--- config.mk ---
export PLATFORM = sky130hd
export DESIGN_NAME = pwr_mode_ctrl
export DESIGN_NICKNAME = d
export VERILOG_FILES = /design/src/rtl/pmc_pkg.sv /design/src/rtl/pmc_mode_reg.sv /design/src/rtl/pmc_wake_timer.sv /design/src/rtl/pmc_clk_gate.sv /design/src/rtl/pwr_mode_ctrl.sv
export SDC_FILE = /design/constraint.sdc
export NUM_CORES = 1
export LEC_CHECK = 0
export BUFFER_PORTS_ARGS = -buffer_cell sky130_fd_sc_hd__clkbuf_2
export CAP_MARGIN = 20
export CORE_ASPECT_RATIO = 1.25
export CORE_MARGIN = 1
export CORE_UTILIZATION = 48
export CTS_CLUSTER_SIZE = 25
export DETAILED_ROUTE_END_ITERATION = 8
export PLACE_DENSITY = 0.77
export SLEW_MARGIN = 25
export SYNTH_ARGS = -nofsm -noshare
export SYNTH_HDL_FRONTEND = slang
export SYNTH_HIERARCHICAL = 1
export SYNTH_SLANG_ARGS = --single-unit
--- constraint.sdc ---
create_clock -name clk -period 2.4 [get_ports clk]
set_input_delay 0.12 -clock clk [delete_from_list [all_inputs] [get_ports clk]]
set_output_delay 0.12 -clock clk [all_outputs]
set_load 0.03 [all_outputs]
--- src/rtl/pmc_pkg.sv ---
package pmc_pkg;
   typedef enum logic [1:0] {
      PM_RUN  = 2'd0,
      PM_IDLE = 2'd1,
      PM_DOWN = 2'd2
   } pm_mode_t;

   localparam int IDLE_BIT = 0;
   localparam int DOWN_BIT = 1;
endpackage

--- src/rtl/pmc_mode_reg.sv ---
module pmc_mode_reg
   import pmc_pkg::*;
#(
   parameter int DW = 8
) (
   input  logic          clk,
   input  logic          rst_n,
   input  logic          wr_en,
   input  logic [DW-1:0] wr_data,
   input  logic          idle_wake,
   input  logic          down_wake,
   output pm_mode_t      mode,
   output logic          wake_pulse
);
   logic idl_q, pd_q;

   initial begin
      assert (DW > DOWN_BIT) else $error("DW too narrow for mode bits");
   end

   always_ff @(posedge clk or negedge rst_n) begin
      if (!rst_n) begin
         idl_q      <= 1'b0;
         pd_q       <= 1'b0;
         wake_pulse <= 1'b0;
      end else begin
         wake_pulse <= 1'b0;
         if (!idl_q && !pd_q) begin
            if (wr_en) begin
               if (wr_data[DOWN_BIT])      pd_q  <= 1'b1;
               else if (wr_data[IDLE_BIT]) idl_q <= 1'b1;
            end
         end else if (pd_q) begin
            if (down_wake) begin
               pd_q       <= 1'b0;
               wake_pulse <= 1'b1;
            end
         end else if (idle_wake) begin
            idl_q      <= 1'b0;
            wake_pulse <= 1'b1;
         end
      end
   end

   always_comb mode = pd_q ? PM_DOWN : (idl_q ? PM_IDLE : PM_RUN);

   // power-down wins, the two bits never coexist
   p_one_mode_r2: assert property (@(posedge clk) disable iff (!rst_n)
      !(idl_q && pd_q));
   // pending request in idle always leaves idle with a pulse
   p_idle_exit_r4: assert property (@(posedge clk) disable iff (!rst_n)
      (idl_q && idle_wake) |=> (!idl_q && wake_pulse));
   // pulse lasts a single cycle
   p_wake_single_r8: assert property (@(posedge clk) disable iff (!rst_n)
      wake_pulse |=> !wake_pulse);
   // writes outside run mode change nothing
   p_no_write_r9: assert property (@(posedge clk) disable iff (!rst_n)
      ((idl_q || pd_q) && wr_en && !idle_wake && !down_wake)
      |=> $stable({idl_q, pd_q}));
endmodule

--- src/rtl/pmc_wake_timer.sv ---
module pmc_wake_timer #(
   parameter int HOLD_CYC = 1024,
   parameter int NUM_EXT  = 2,
   parameter int EXT_SYNC = 0
) (
   input  logic               clk,
   input  logic               rst_n,
   input  logic               armed,
   input  logic [NUM_EXT-1:0] pin_n,
   input  logic [NUM_EXT-1:0] pin_en,
   input  logic [NUM_EXT-1:0] pin_level,
   output logic               held,
   output logic               wake_ok
);
   localparam int CW = $clog2(HOLD_CYC + 1);
   localparam logic [CW-1:0] LIMIT = CW'(HOLD_CYC);

   logic [NUM_EXT-1:0] pin_s;
   logic [NUM_EXT-1:0] qual;
   logic               src;
   logic [CW-1:0]      cnt;

   initial begin
      assert (HOLD_CYC >= 1) else $error("HOLD_CYC must be at least 1");
      assert (NUM_EXT >= 1)  else $error("NUM_EXT must be at least 1");
      assert (EXT_SYNC >= 0 && EXT_SYNC <= 3) else $error("EXT_SYNC out of range");
   end

   generate
      if (EXT_SYNC == 0) begin : g_direct
         assign pin_s = pin_n;
      end else begin : g_sync
         logic [NUM_EXT-1:0] stg [EXT_SYNC];
         always_ff @(posedge clk or negedge rst_n) begin
            if (!rst_n) begin
               for (int i = 0; i < EXT_SYNC; i++) stg[i] <= '1;
            end else begin
               stg[0] <= pin_n;
               for (int i = 1; i < EXT_SYNC; i++) stg[i] <= stg[i-1];
            end
         end
         assign pin_s = stg[EXT_SYNC-1];
      end
   endgenerate

   for (genvar k = 0; k < NUM_EXT; k++) begin : g_qual
      assign qual[k] = pin_en[k] & pin_level[k] & ~pin_s[k];
   end

   assign src = |qual;

   always_ff @(posedge clk or negedge rst_n) begin
      if (!rst_n)                cnt <= '0;
      else if (!armed || !src)   cnt <= '0;
      else if (cnt != LIMIT)     cnt <= cnt + 1'b1;
   end

   assign held    = (cnt == LIMIT);
   assign wake_ok = armed && held && !src;

   // a released pin always restarts the hold count
   p_restart_r6: assert property (@(posedge clk) disable iff (!rst_n)
      (armed && !src) |=> (cnt == '0));
   // count never runs past its limit
   p_cnt_bound_r6: assert property (@(posedge clk) disable iff (!rst_n)
      cnt <= LIMIT);
endmodule

--- src/rtl/pmc_clk_gate.sv ---
module pmc_clk_gate
   import pmc_pkg::*;
(
   input  pm_mode_t mode,
   input  logic     core_addr_stb,
   input  logic     core_prog_stb,
   output logic     core_clk_en,
   output logic     periph_clk_en,
   output logic     addr_stb_o,
   output logic     prog_stb_o
);
   always_comb begin
      case (mode)
         PM_IDLE: begin
            core_clk_en   = 1'b0;
            periph_clk_en = 1'b1;
            addr_stb_o    = 1'b1;
            prog_stb_o    = 1'b1;
         end
         PM_DOWN: begin
            core_clk_en   = 1'b0;
            periph_clk_en = 1'b0;
            addr_stb_o    = 1'b0;
            prog_stb_o    = 1'b0;
         end
         default: begin
            core_clk_en   = 1'b1;
            periph_clk_en = 1'b1;
            addr_stb_o    = core_addr_stb;
            prog_stb_o    = core_prog_stb;
         end
      endcase
   end
endmodule

--- src/rtl/pwr_mode_ctrl.sv ---
module pwr_mode_ctrl
   import pmc_pkg::*;
#(
   parameter int DW       = 8,
   parameter int NUM_IRQ  = 4,
   parameter int NUM_EXT  = 2,
   parameter int HOLD_CYC = 1024,
   parameter int EXT_SYNC = 0
) (
   input  logic               clk,
   input  logic               rst_n,
   input  logic               wr_en,
   input  logic [DW-1:0]      wr_data,
   input  logic [NUM_IRQ-1:0] irq_pend,
   input  logic [NUM_EXT-1:0] ext_pin_n,
   input  logic [NUM_EXT-1:0] ext_en,
   input  logic [NUM_EXT-1:0] ext_level,
   input  logic               core_addr_stb,
   input  logic               core_prog_stb,
   output logic               core_clk_en,
   output logic               periph_clk_en,
   output logic               addr_stb_o,
   output logic               prog_stb_o,
   output logic               wake_pulse
);
   pm_mode_t mode;
   logic     held, down_wake, pd_state;

   initial begin
      assert (NUM_IRQ >= 1) else $error("NUM_IRQ must be at least 1");
   end

   assign pd_state = (mode == PM_DOWN);

   pmc_mode_reg #(.DW(DW)) u_reg (
      .clk        (clk),
      .rst_n      (rst_n),
      .wr_en      (wr_en),
      .wr_data    (wr_data),
      .idle_wake  (|irq_pend),
      .down_wake  (down_wake),
      .mode       (mode),
      .wake_pulse (wake_pulse)
   );

   pmc_wake_timer #(
      .HOLD_CYC (HOLD_CYC),
      .NUM_EXT  (NUM_EXT),
      .EXT_SYNC (EXT_SYNC)
   ) u_timer (
      .clk       (clk),
      .rst_n     (rst_n),
      .armed     (pd_state),
      .pin_n     (ext_pin_n),
      .pin_en    (ext_en),
      .pin_level (ext_level),
      .held      (held),
      .wake_ok   (down_wake)
   );

   pmc_clk_gate u_gate (
      .mode          (mode),
      .core_addr_stb (core_addr_stb),
      .core_prog_stb (core_prog_stb),
      .core_clk_en   (core_clk_en),
      .periph_clk_en (periph_clk_en),
      .addr_stb_o    (addr_stb_o),
      .prog_stb_o    (prog_stb_o)
   );

   // leaving power-down always follows a completed hold count
   p_pd_hold_r6: assert property (@(posedge clk) disable iff (!rst_n)
      $fell(pd_state) |-> $past(held));
   // with both clocks stopped, the wake pulse only follows a full hold
   p_pd_pulse_r5: assert property (@(posedge clk) disable iff (!rst_n)
      (pd_state && !held) |=> !wake_pulse);
endmodule

# Word-level counts from Yosys, hierarchy flattened

Cells that the tools add are included.

Flip-flop bits (word level): 14
Input bits: 23
Output and inout bits: 5
Logic and storage cells: 58

Add/sub/neg operators: 1
Eq/ne operators: 9
Muxes and demuxes: 23
Bitwise logic cells: 6
Reductions and logical operators: 15

Operators with widths:

| kind                                                             | count |
|---|---|
| 11-bit two-way mux                                               | 2 |
| 1-bit two-way mux                                                | 18 |
| 11-bit by 1-bit adder with 11-bit output (second input constant) | 1 |
| 11-bit == test (second input constant)                           | 1 |
| 11-bit != test (second input constant)                           | 1 |
| 2-bit != test (second input constant)                            | 5 |
| 5-bit AND reduction                                              | 1 |
| 1-bit bitwise AND                                                | 4 |
| 1-bit logical NOT                                                | 4 |
| 1-bit case mux with 2 select lines                               | 2 |
| 2-bit nonzero test                                               | 2 |
| 2-bit OR reduction                                               | 2 |
| 4-bit OR reduction                                               | 1 |
| 1-bit logical AND                                                | 3 |
| 2-bit by 1-bit == test with 1-bit output (second input constant) | 1 |
| 2-bit == test (second input constant)                            | 1 |
| 2-bit two-way mux                                                | 1 |
| 1-bit inverter                                                   | 2 |
| 2-bit AND reduction                                              | 1 |
| 1-bit logical OR                                                 | 1 |

# Longest topological paths before layout

Gate-level depths: netlist (run 1).

Word-level depth: 8
Depth in mapped cells: 8
Gate-level depth less buffers: 7

# Modules after synthesis

Netlist (run 1), hierarchy kept.

Modules (own cells, without submodules):

| module         | instances | cells an instance | area each (µm²) | seq. area each (µm²) |
|---|---|---|---|---|
| pmc_wake_timer | 1         | 66                | 630.6           | 275.3 |
| pmc_mode_reg   | 1         | 13                | 141.4           | 75.1 |
| pmc_clk_gate   | 1         | 7                 | 58.8            | 0.0 |
| pwr_mode_ctrl  | 1         | 2                 | 13.8            | 0.0 |

# Worst setup path after synthesis (run 1)

No wires, ideal clock.

Path kind: register to register
Start point: register u_timer.cnt[0]
End point: register u_reg.pd_q
Setup time: 0.122 ns
Arrival: 1.674 ns
Required time: 2.278 ns
Setup slack: 0.604 ns
Stages on the path, launching flop included: 9
Buffers on the path: 1
Clock period less this slack: 1.796 ns
Path through: dfrtp_1 inv_1 ha_1 nor4bb_1 and3_1 buf_2 and3_1 inv_1 a32o_1

Cells in the longest elaborated chain, start to end: 6

RTL lines:

| item                           | line                 | source |
|---|---|---|
| start, declared                | pmc_wake_timer.sv:21 | `logic [CW-1:0] cnt;` |
| start signal, assigned         | pmc_wake_timer.sv:55 | `else if (cnt != LIMIT) cnt <= cnt + 1'b1;` |
| 11-bit == test                 | pmc_wake_timer.sv:58 | `assign held = (cnt == LIMIT);` |
| named net held                 | pwr_mode_ctrl.sv:27  | `logic held, down_wake, pd_state;` |
| 1-bit logical AND (2 in a row) | pmc_wake_timer.sv:59 | `assign wake_ok = armed && held && !src;` |
| named net down_wake            | pwr_mode_ctrl.sv:27  |  |
| 1-bit two-way mux              | pmc_mode_reg.sv:34   | `if (down_wake) begin` |
| 1-bit two-way mux              | pmc_mode_reg.sv:33   | `end else if (pd_q) begin` |
| 1-bit two-way mux              | pmc_mode_reg.sv:28   | `if (!idl_q && !pd_q) begin` |
| end signal, assigned           | pmc_mode_reg.sv:24   | `pd_q <= 1'b0;` |
| end signal, assigned           | pmc_mode_reg.sv:30   | `if (wr_data[DOWN_BIT]) pd_q <= 1'b1;` |
| end signal, assigned           | pmc_mode_reg.sv:35   | `pd_q <= 1'b0;` |
| end, declared                  | pmc_mode_reg.sv:15   | `logic idl_q, pd_q;` |

The timed path passes the listed nets, and every way through them passes these cells.
A chain may end at the register's enable or synchronous reset.

# Final worst setup path (run 1)

Ends and elaborated chain as after synthesis.

==> results of run 1 <==
[registers in the layout, indices dropped and copies added, names as in the netlist]
| name | count |
|---|---|
| u_reg/wake_pulse | 1 |
| u_reg/idl_q | 1 |
| u_reg/pd_q | 1 |
| u_timer/cnt | 11 |
[final cells by class]
cell class	count	area, um2	share of cell area (%)
repair buffers	22	115	11.4
inverters	7	26.3	2.61
multi-input cells	65	455	45.3
flip-flops and latches	14	350	34.8
well taps	18	22.5	2.24
clock buffers	4	36.3	3.61
[cell families after synthesis]
kind of cell / Yosys count / share of synthesized area, %
AND/OR/NAND/NOR: 37 / 28.2
buffers and inverters: 9 / 4.59
multiplexers: 3 / 3.85
AO/OA/AOI/OAI: 18 / 12.9
flip-flops: 14 / 41.5
adder cells (fa/ha/maj): 4 / 5.93
XOR/XNOR: 3 / 3.11
[report_power, final]
group          internal, mW  switching [mW]
combinational        0.0888           0.141
sequential            0.257          0.0295
clock                0.0925          0.0850
total                 0.439           0.256
[Yosys cell counts, types with 2 or more instances]
library cell	n	area share, %
inv_1	7	3.1
o211ai_1	2	1.8
o31ai_1	2	1.8
and3_1	2	1.5
mux2_2	2	2.7
nor4bb_1	2	2.4
ha_1	4	5.9
a21oi_1	6	3.6
nand3_1	6	3.6
xor2_1	2	2.1
or3_2	3	2.7
o21ai_0	4	2.4
nor2_1	5	2.2
dfrtp_1	14	41
or4_1	3	2.7
nand2_1	5	2.2
and3b_1	2	2.1
[path summary, 6_finish.rpt]
kind	to	slack, ns	depth (start not counted)
min in group asynchronous	u_timer/cnt[0]	0.27	2
worst max-delay path	u_reg/pd_q	0.35	7
worst min register to register	u_timer/cnt[10]	0.56	2
max in group asynchronous	u_timer/cnt[6]	1.88	2
worst min-delay path	u_reg/pd_q	0.09	2
worst max register to register	u_reg/pd_q	0.35	7
[layer usage]
metal | routed length [um] | vias up
met4 | 51 | 0
met2 | 942 | 18
met1 | 732 | 372
li1 | - | 369
met3 | 50 | 5
met5 | 0 | -
==> flow_summary_export.csv, run 1 <==
group,metric,value,unit
status,outcome,"complete, no violations",
global_route,antenna_found_initial,0,
final_layout,fill_cells,143,
floorplan,die_height,48.9,um
power,vdd_ir_drop_max,0.534,mV
sta,skew,0.00156,ns
final_layout,layout_common_cells,"clkbuf_2, dfrtp_1, inv_1",
sta,finalHoldViolCount,0,
sta,rsz0062_at_grt,"no",
synth,yosysSeqAreaShare,41.5,%
clocking,cts_resized,0,
detailed_routing,drt_iter0_drc,6,
sta,fin_crit,2.05,ns
clocking,numCtsBuffers,3,
global_route,grt-ovfl-total,0,
placement,place_area,960,um2
clocking,cts.sinks,14,
global_route,grt_pass1_vias,739,
critical_path,reg2reg_from,"u_timer/cnt[0]",
critical_path,max_stage_delay,0.46,ns
clocking,holdBufCountCts,1,
global_route,top_usage_layer,"met2",
placement,io_buffers,21,
sta,fmax,488,MHz
synth,synth_edf_count,0,
placement,place_ws,0.385,ns
final_layout,utilization,62.8,%
floorplan,die_w,39.5,um
final_layout,n_antenna_cell,0,
sta,fin_tns_setup,0,ns
synth,syn_area_per_cell,9.60,um2
synth,syn_area,845,um2
detailed_routing,wire_per_inst,13.7,um
floorplan,die_area,1930,um2
floorplan,rows,16,
sta,max_slew_margin,54.7,%
final_layout,layout-drive-gt1-share,28.6,%
synth,synthesis.instances,88,
detailed_routing,drt-pass1-iter-count,4,
sta,drv_slew,0,
clocking,cts_htree_levels,1,
detailed_routing,drt-vias-per-instance,5.88,
detailed_routing,wl,1.78,mm
floorplan,io_pins,28,
final_layout,stdcell_area,1010,um2
critical_path,crit_family,"simple AND/OR/NAND/NOR gates",
final_layout,layout.cells.most_common,"clkbuf_2",
critical_path,timing.critical_path.from,"u_timer/cnt[0]",
power,p_total,695,uW
final_layout,fin_nets,140,
critical_path,worstPathMaxFanout,6,
placement,hpwl,1.36,mm
global_route,met1_usage,24.1,%
global_route,grt_max_degree,15,
worst_hold_path,min_from,"wr_data[1]",
synth,async_flop_share,100,%
sta,setup_violations,0,
clocking,cts_post_setup_buffers_inserted,0,
synth,synth_ff_type,"dfrtp_1",
power,leakage,0.477,nW
critical_path,cp.required,2.59,ns
sta,fin_crit_sh,85.4,%
detailed_routing,drc_errors,0,
critical_path,path_cells,"inv_1, ha_1, nor4bb_1, and3_1, and3_1, inv_1, a32o_1",
critical_path,setup.worst_path.start_class,"flip-flop",
floorplan,start_util,52.7,%
global_route,grtUsageTotal,22.1,%
clocking,cts_root_buffer,"clkbuf_4",
detailed_routing,vias,764,
synth,synth_nets,115,
clocking,clkTransAtPathRegs,0.09,ns
sta,hold_slack,0.0938,ns
synth,yosys_register_bits,14,
global_route,grt_pass1_wl,2.94,mm
critical_path,slowest_stage,"nor4bb_1",
final_layout,syn_to_final_growth,19.1,%
critical_path,cp_data_arrival_time,2.24,ns
synth,yosys_warnings,6,
critical_path,worstSetupPathType,"reg2reg",
critical_path,worstSetupEndpointType,"flip-flop",
clocking,clk_latency,0.29,ns
detailed_routing,ant_nets,0,
global_route,grt_use_met2,38.3,%
worst_hold_path,hold_path_class,"in2reg",
global_route,grtUsageMet3,1.37,%
floorplan,fp.coreArea,1600,um2
placement,gp_congestion,0.750,
clocking,cts_tree,"built",
clocking,cts_buffer_depth,2,
final_layout,final_cells,130,
sta,setup_slack,0.349,ns
synth,ys_types,34,
job,maxCapViolations,0,
placement,placedCellCount,125,
power,p_per_area,690,nW/um2
critical_path,cp_num_buf_inv,2,
sta,tightest_slew,0.675,ns
(Power assumes the default switching activity.)
==> run 2: changes to the inputs <==
Settings changed: RECOVER_POWER from default to 25.
==> run 2 against run 1 <==
Cell count is the same. Fmax is the same. Clock power is essentially flat. Total power is essentially flat. Global-route usage is the same. Worst setup slack is the same. Die area is the same. Routed wire length is essentially flat. Critical path type unchanged.
==> flow_summary_export.csv, run 2 (synthesized netlist as in run 1, its figures left out) <==
group,metric,value,unit
sta,fin_tns_setup,0,ns
detailed_routing,drt_iter0_drc,6,
clocking,cts_buffer_depth,2,
floorplan,start_util,52.7,%
critical_path,cp.required,2.59,ns
floorplan,die_w,39.5,um
critical_path,worstSetupEndpointType,"flip-flop",
final_layout,n_antenna_cell,0,
placement,gp_congestion,0.750,
critical_path,cp_data_arrival_time,2.24,ns
critical_path,worstPathMaxFanout,6,
final_layout,layout_common_cells,"clkbuf_2, dfrtp_1, inv_1",
clocking,numCtsBuffers,3,
sta,tightest_slew,0.761,ns
power,leakage,0.474,nW
critical_path,r2r-end,"u_reg/pd_q",
clocking,cts.sinks,14,
clocking,cts_tree,"built",
clocking,cts_htree_levels,1,
power,pwr-share-seq,41.3,%
final_layout,utilization,62.7,%
detailed_routing,vias,764,
detailed_routing,drc_errors,0,
sta,skew,0.00156,ns
sta,setup_violations,0,
global_route,grt_pass1_vias,739,
sta,fin_crit,2.05,ns
sta,max_slew_margin,49.3,%
clocking,cts_post_setup_buffers_inserted,0,
global_route,grt-ovfl-total,0,
power,p_int,439,uW
placement,place_ws,0.385,ns
placement,io_buffers,21,
sta,finalHoldViolCount,0,
floorplan,io_pins,28,
final_layout,layout-drive-gt1-share,27.7,%
final_layout,syn_to_final_growth,19.0,%
critical_path,worstSetupPathType,"reg2reg",
worst_hold_path,hold_path_class,"in2reg",
clocking,cts_root_buffer,"clkbuf_4",
detailed_routing,drt-pass1-iter-count,4,
placement,hpwl,1.36,mm
critical_path,setup.worst_path.start_class,"flip-flop",
detailed_routing,wire_per_inst,13.7,um
floorplan,fp.coreArea,1600,um2
power,vdd_ir_drop_max,0.534,mV
power,p_clk_share,25.6,%
final_layout,layout.cells.most_common,"clkbuf_2",
final_layout,top_register,"u_timer/cnt",
status,outcome,"complete, no violations",
sta,rsz0062_at_grt,"no",
floorplan,die_height,48.9,um
global_route,grt_pass1_wl,2.94,mm
final_layout,fin_nets,140,
global_route,antenna_found_initial,0,
power,p_per_area,691,nW/um2
final_layout,final_cells,130,
critical_path,crit_path_end,"u_reg/pd_q",
critical_path,r2r_cells,7,
sta,fmax,488,MHz
detailed_routing,drt-vias-per-instance,5.88,
power,pwr-share-comb,33.1,%
floorplan,rows,16,
critical_path,timing.critical_path.from,"u_timer/cnt[0]",
global_route,grt_max_degree,15,
clocking,clkTransAtPathRegs,0.09,ns
detailed_routing,wl,1.78,mm
clocking,clk_latency,0.29,ns
critical_path,reg2reg_from,"u_timer/cnt[0]",
job,maxCapViolations,0,
sta,fin_crit_sh,85.4,%
sta,drv_slew,0,
placement,placedCellCount,125,
sta,setup_slack,0.349,ns
floorplan,die_area,1930,um2
final_layout,largest_register_ffs,11,
global_route,grtUsageTotal,22.1,%
detailed_routing,ant_nets,0,
power,switching_share,36.8,%
power,power_switching,256,uW
critical_path,r2r_slack,0.35,ns
## run 2: changes by cell type in the layout (fill, tap and decap cells not counted)
cell and delta:
clkbuf_2 -1, clkbuf_1 +1
## run 2: final cells by class
cell class / count / area [um2]
fillers: 144 / 597
multi-input cells: 65 / 455
flip-flops and latches: 14 / 350
repair buffers: 22 / 114
clock buffers: 4 / 36.3
inverters: 7 / 26.3
well taps: 18 / 22.5
## run 2: power groups by stage
stage	logic (mW)	registers, mW	clock network, mW
global route	0.247	0.293	0.192
finish	0.230	0.287	0.178
detailed placement	0.231	0.291	0
global placement	0.221	0.289	0
floorplan	0.174	0.288	0
CTS	0.233	0.286	0.177
## run 2: repair_timing
action                     4_1_cts  5_1_grt
setup endpoints to repair        0        0
hold endpoints to repair        14        0
hold buffers                     1        0
resized for setup                0        0
## run 2: how the worst min path moves through the flow
stage / start / end / slack [ns] / cells past startpoint
after floorplan: rst_n / u_reg/idl_q / -0.18 / 0
after global placement: rst_n / u_timer/cnt[9] / 0.04 / 1
after detailed placement: rst_n / u_timer/cnt[9] / 0.04 / 1
after CTS: wr_data[1] / u_reg/pd_q / 0.1 / 2
after global routing: wr_data[1] / u_reg/pd_q / 0.08 / 2
final: wr_data[1] / u_reg/pd_q / 0.09 / 2
## run 2: critical path, stage by stage, from the launching register on
cell and delay (ns):
dfrtp_1 0.45, inv_1 0.12, ha_1 0.15, nor4bb_1 0.46, and3_1 0.31, and3_1 0.21
inv_1 0.05, a32o_1 0.19
## run 2: routing by layer
layer	GRT usage, %	wire, um
met1	24.1	731
met5	0	0
met2	38.3	942
met3	1.37	50
met4	13.8	51
## run 2: per-stage QoR
step / area [um2] / hold slack (ns) / power [mW]
after floorplan: 845 / -0.176 / 0.462
after global placement: 960 / 0.0423 / 0.510
after detailed placement: 960 / 0.0434 / 0.522
after CTS: 1010 / 0.0994 / 0.695
after global routing: 1000 / 0.0820 / 0.731
final: 1000 / 0.0938 / 0.694
==> run 3: changes to the inputs <==
Settings changed: CORE_UTILIZATION 48 to 40, PLACE_DENSITY 0.77 to 0.67.
==> run 3 against run 2 <==
Routed wire length fell by 9.6%. Flip-flop and latch count did not move. Sequential power barely moved. Worst setup slack improved by 0.046 ns. Register-to-register slack improved by 0.05 ns. Count of clock-buffer cells in the layout did not move. Clock skew barely moved.
==> flow_summary_export.csv, run 3 (synthesized netlist as in run 1, its figures left out) <==
group,metric,value,unit
final_layout,stdcell_area,1010,um2
final_layout,fill_cells,191,
placement,gp_congestion,0.759,
status,outcome,"complete, no violations",
final_layout,layout.cells.most_common,"clkbuf_2",
detailed_routing,ant_nets,0,
global_route,grt_pass1_wl,2.70,mm
critical_path,setup.worst_path.start_class,"flip-flop",
sta,skew,0.00129,ns
critical_path,max_stage_delay,0.45,ns
placement,place_area,962,um2
sta,fmax,499,MHz
detailed_routing,drt-pass1-iter-count,4,
final_layout,layout_common_cells,"clkbuf_2, dfrtp_1, inv_1",
global_route,antenna_found_initial,0,
clocking,cts_tree,"built",
final_layout,fin_nets,140,
floorplan,die_w,43.1,um
sta,fin_crit_sh,83.5,%
clocking,clk_latency,0.27,ns
final_layout,n_antenna_cell,0,
final_layout,top_register,"u_timer/cnt",
critical_path,worstSetupEndpointType,"flip-flop",
floorplan,die_height,53.4,um
critical_path,cp_data_arrival_time,2.17,ns
sta,drv_slew,0,
detailed_routing,vias,739,
sta,fin_tns_setup,0,ns
final_layout,final_cells,132,
clocking,cts.sinks,14,
clocking,holdBufCountCts,1,
sta,max_slew_margin,50.0,%
worst_hold_path,hold_path_class,"in2reg",
clocking,cts_htree_levels,1,
detailed_routing,drt-vias-per-instance,5.60,
detailed_routing,drt_iter0_drc,21,
floorplan,rows,18,
clocking,numCtsBuffers,3,
sta,rsz0062_at_grt,"no",
critical_path,r2r_slack,0.40,ns
placement,placedCellCount,127,
placement,hpwl,1.24,mm
detailed_routing,wl,1.61,mm
clocking,clkTransAtPathRegs,0.08,ns
clocking,cts_resized,0,
power,vdd_ir_drop_max,0.491,mV
job,maxCapViolations,0,
clocking,cts_post_setup_buffers_inserted,0,
floorplan,die_area,2300,um2
clocking,cts_buffer_depth,2,
sta,setup_violations,0,
critical_path,worstPathMaxFanout,6,
global_route,grt_pass1_vias,678,
global_route,grt-ovfl-total,0,
sta,tightest_slew,0.750,ns
power,leakage,0.474,nW
clocking,cts_root_buffer,"clkbuf_4",
global_route,grtUsageTotal,15.6,%
final_layout,syn_to_final_growth,19.3,%
detailed_routing,drc_errors,0,
sta,fin_crit,2.00,ns
power,p_per_area,674,nW/um2
sta,finalHoldViolCount,0,
floorplan,io_pins,28,
final_layout,largest_register_ffs,11,
final_layout,layout-drive-gt1-share,27.7,%
floorplan,start_util,42.6,%
critical_path,worstSetupPathType,"reg2reg",
detailed_routing,wire_per_inst,12.2,um
critical_path,cp.required,2.56,ns
placement,io_buffers,21,
global_route,grt_max_degree,15,
critical_path,path_cells,"inv_1, ha_1, nor4bb_1, and3_1, and3_1, inv_1, a32o_1",
floorplan,fp.coreArea,1980,um2
critical_path,slowest_stage,"dfrtp_1",
sta,setup_slack,0.396,ns
placement,place_ws,0.424,ns
-- run 3: power by group --
group          switching [mW]  internal, mW
combinational           0.139        0.0882
clock                  0.0727        0.0921
sequential             0.0293         0.258
-- run 3: layout make-up --
cell class	count	area (um2)	area share, %
multi-input combinational	65	455	45.2
sequential	14	350	34.8
timing repair buffer	22	114	11.3
clock buffer	4	36.3	3.60
inverter	7	26.3	2.61
tap	20	25.0	2.48
-- run 3: worst paths after layout --
check | startpoint | to | depth (start not counted)
max in group asynchronous | rst_n | u_timer/cnt[10] | 2
max reg2reg | u_timer/cnt[0] | u_reg/pd_q | 7
min | wr_data[1] | u_reg/pd_q | 2
max | u_timer/cnt[0] | u_reg/pd_q | 7
min in group asynchronous | rst_n | u_timer/cnt[9] | 2
min reg2reg | u_timer/cnt[10] | u_timer/cnt[10] | 2
-- run 3: per-layer routing --
metal | up-vias | part of all wire (%) | GRT usage (%)
li1 | 370 | - | -
met1 | 349 | 43 | 17.1
met2 | 18 | 53 | 29.1
met3 | 2 | 4.0 | 2.05
met4 | 0 | 0.56 | 7.58
met5 | - | 0 | 0
-- run 3: worst max-delay path, delay by kind of cell (launching register included) --
family	cells	cell delay (ns)
AOI/OAI and AO/OA	1	0.19
and+or+nand+nor	3	0.95
DFF	1	0.45
adders and majority gates	1	0.14
buffers and inverters	2	0.16
-- run 3: metrics by stage --
step	hold WS, ns	total power [mW]	utilization [%]
floorplan	-0.176	0.462	-
global placement	0.0429	0.514	48.5
detailed placement	0.0465	0.522	48.5
CTS	0.108	0.689	50.9
global route	0.120	0.722	50.8
finish	0.108	0.679	50.8
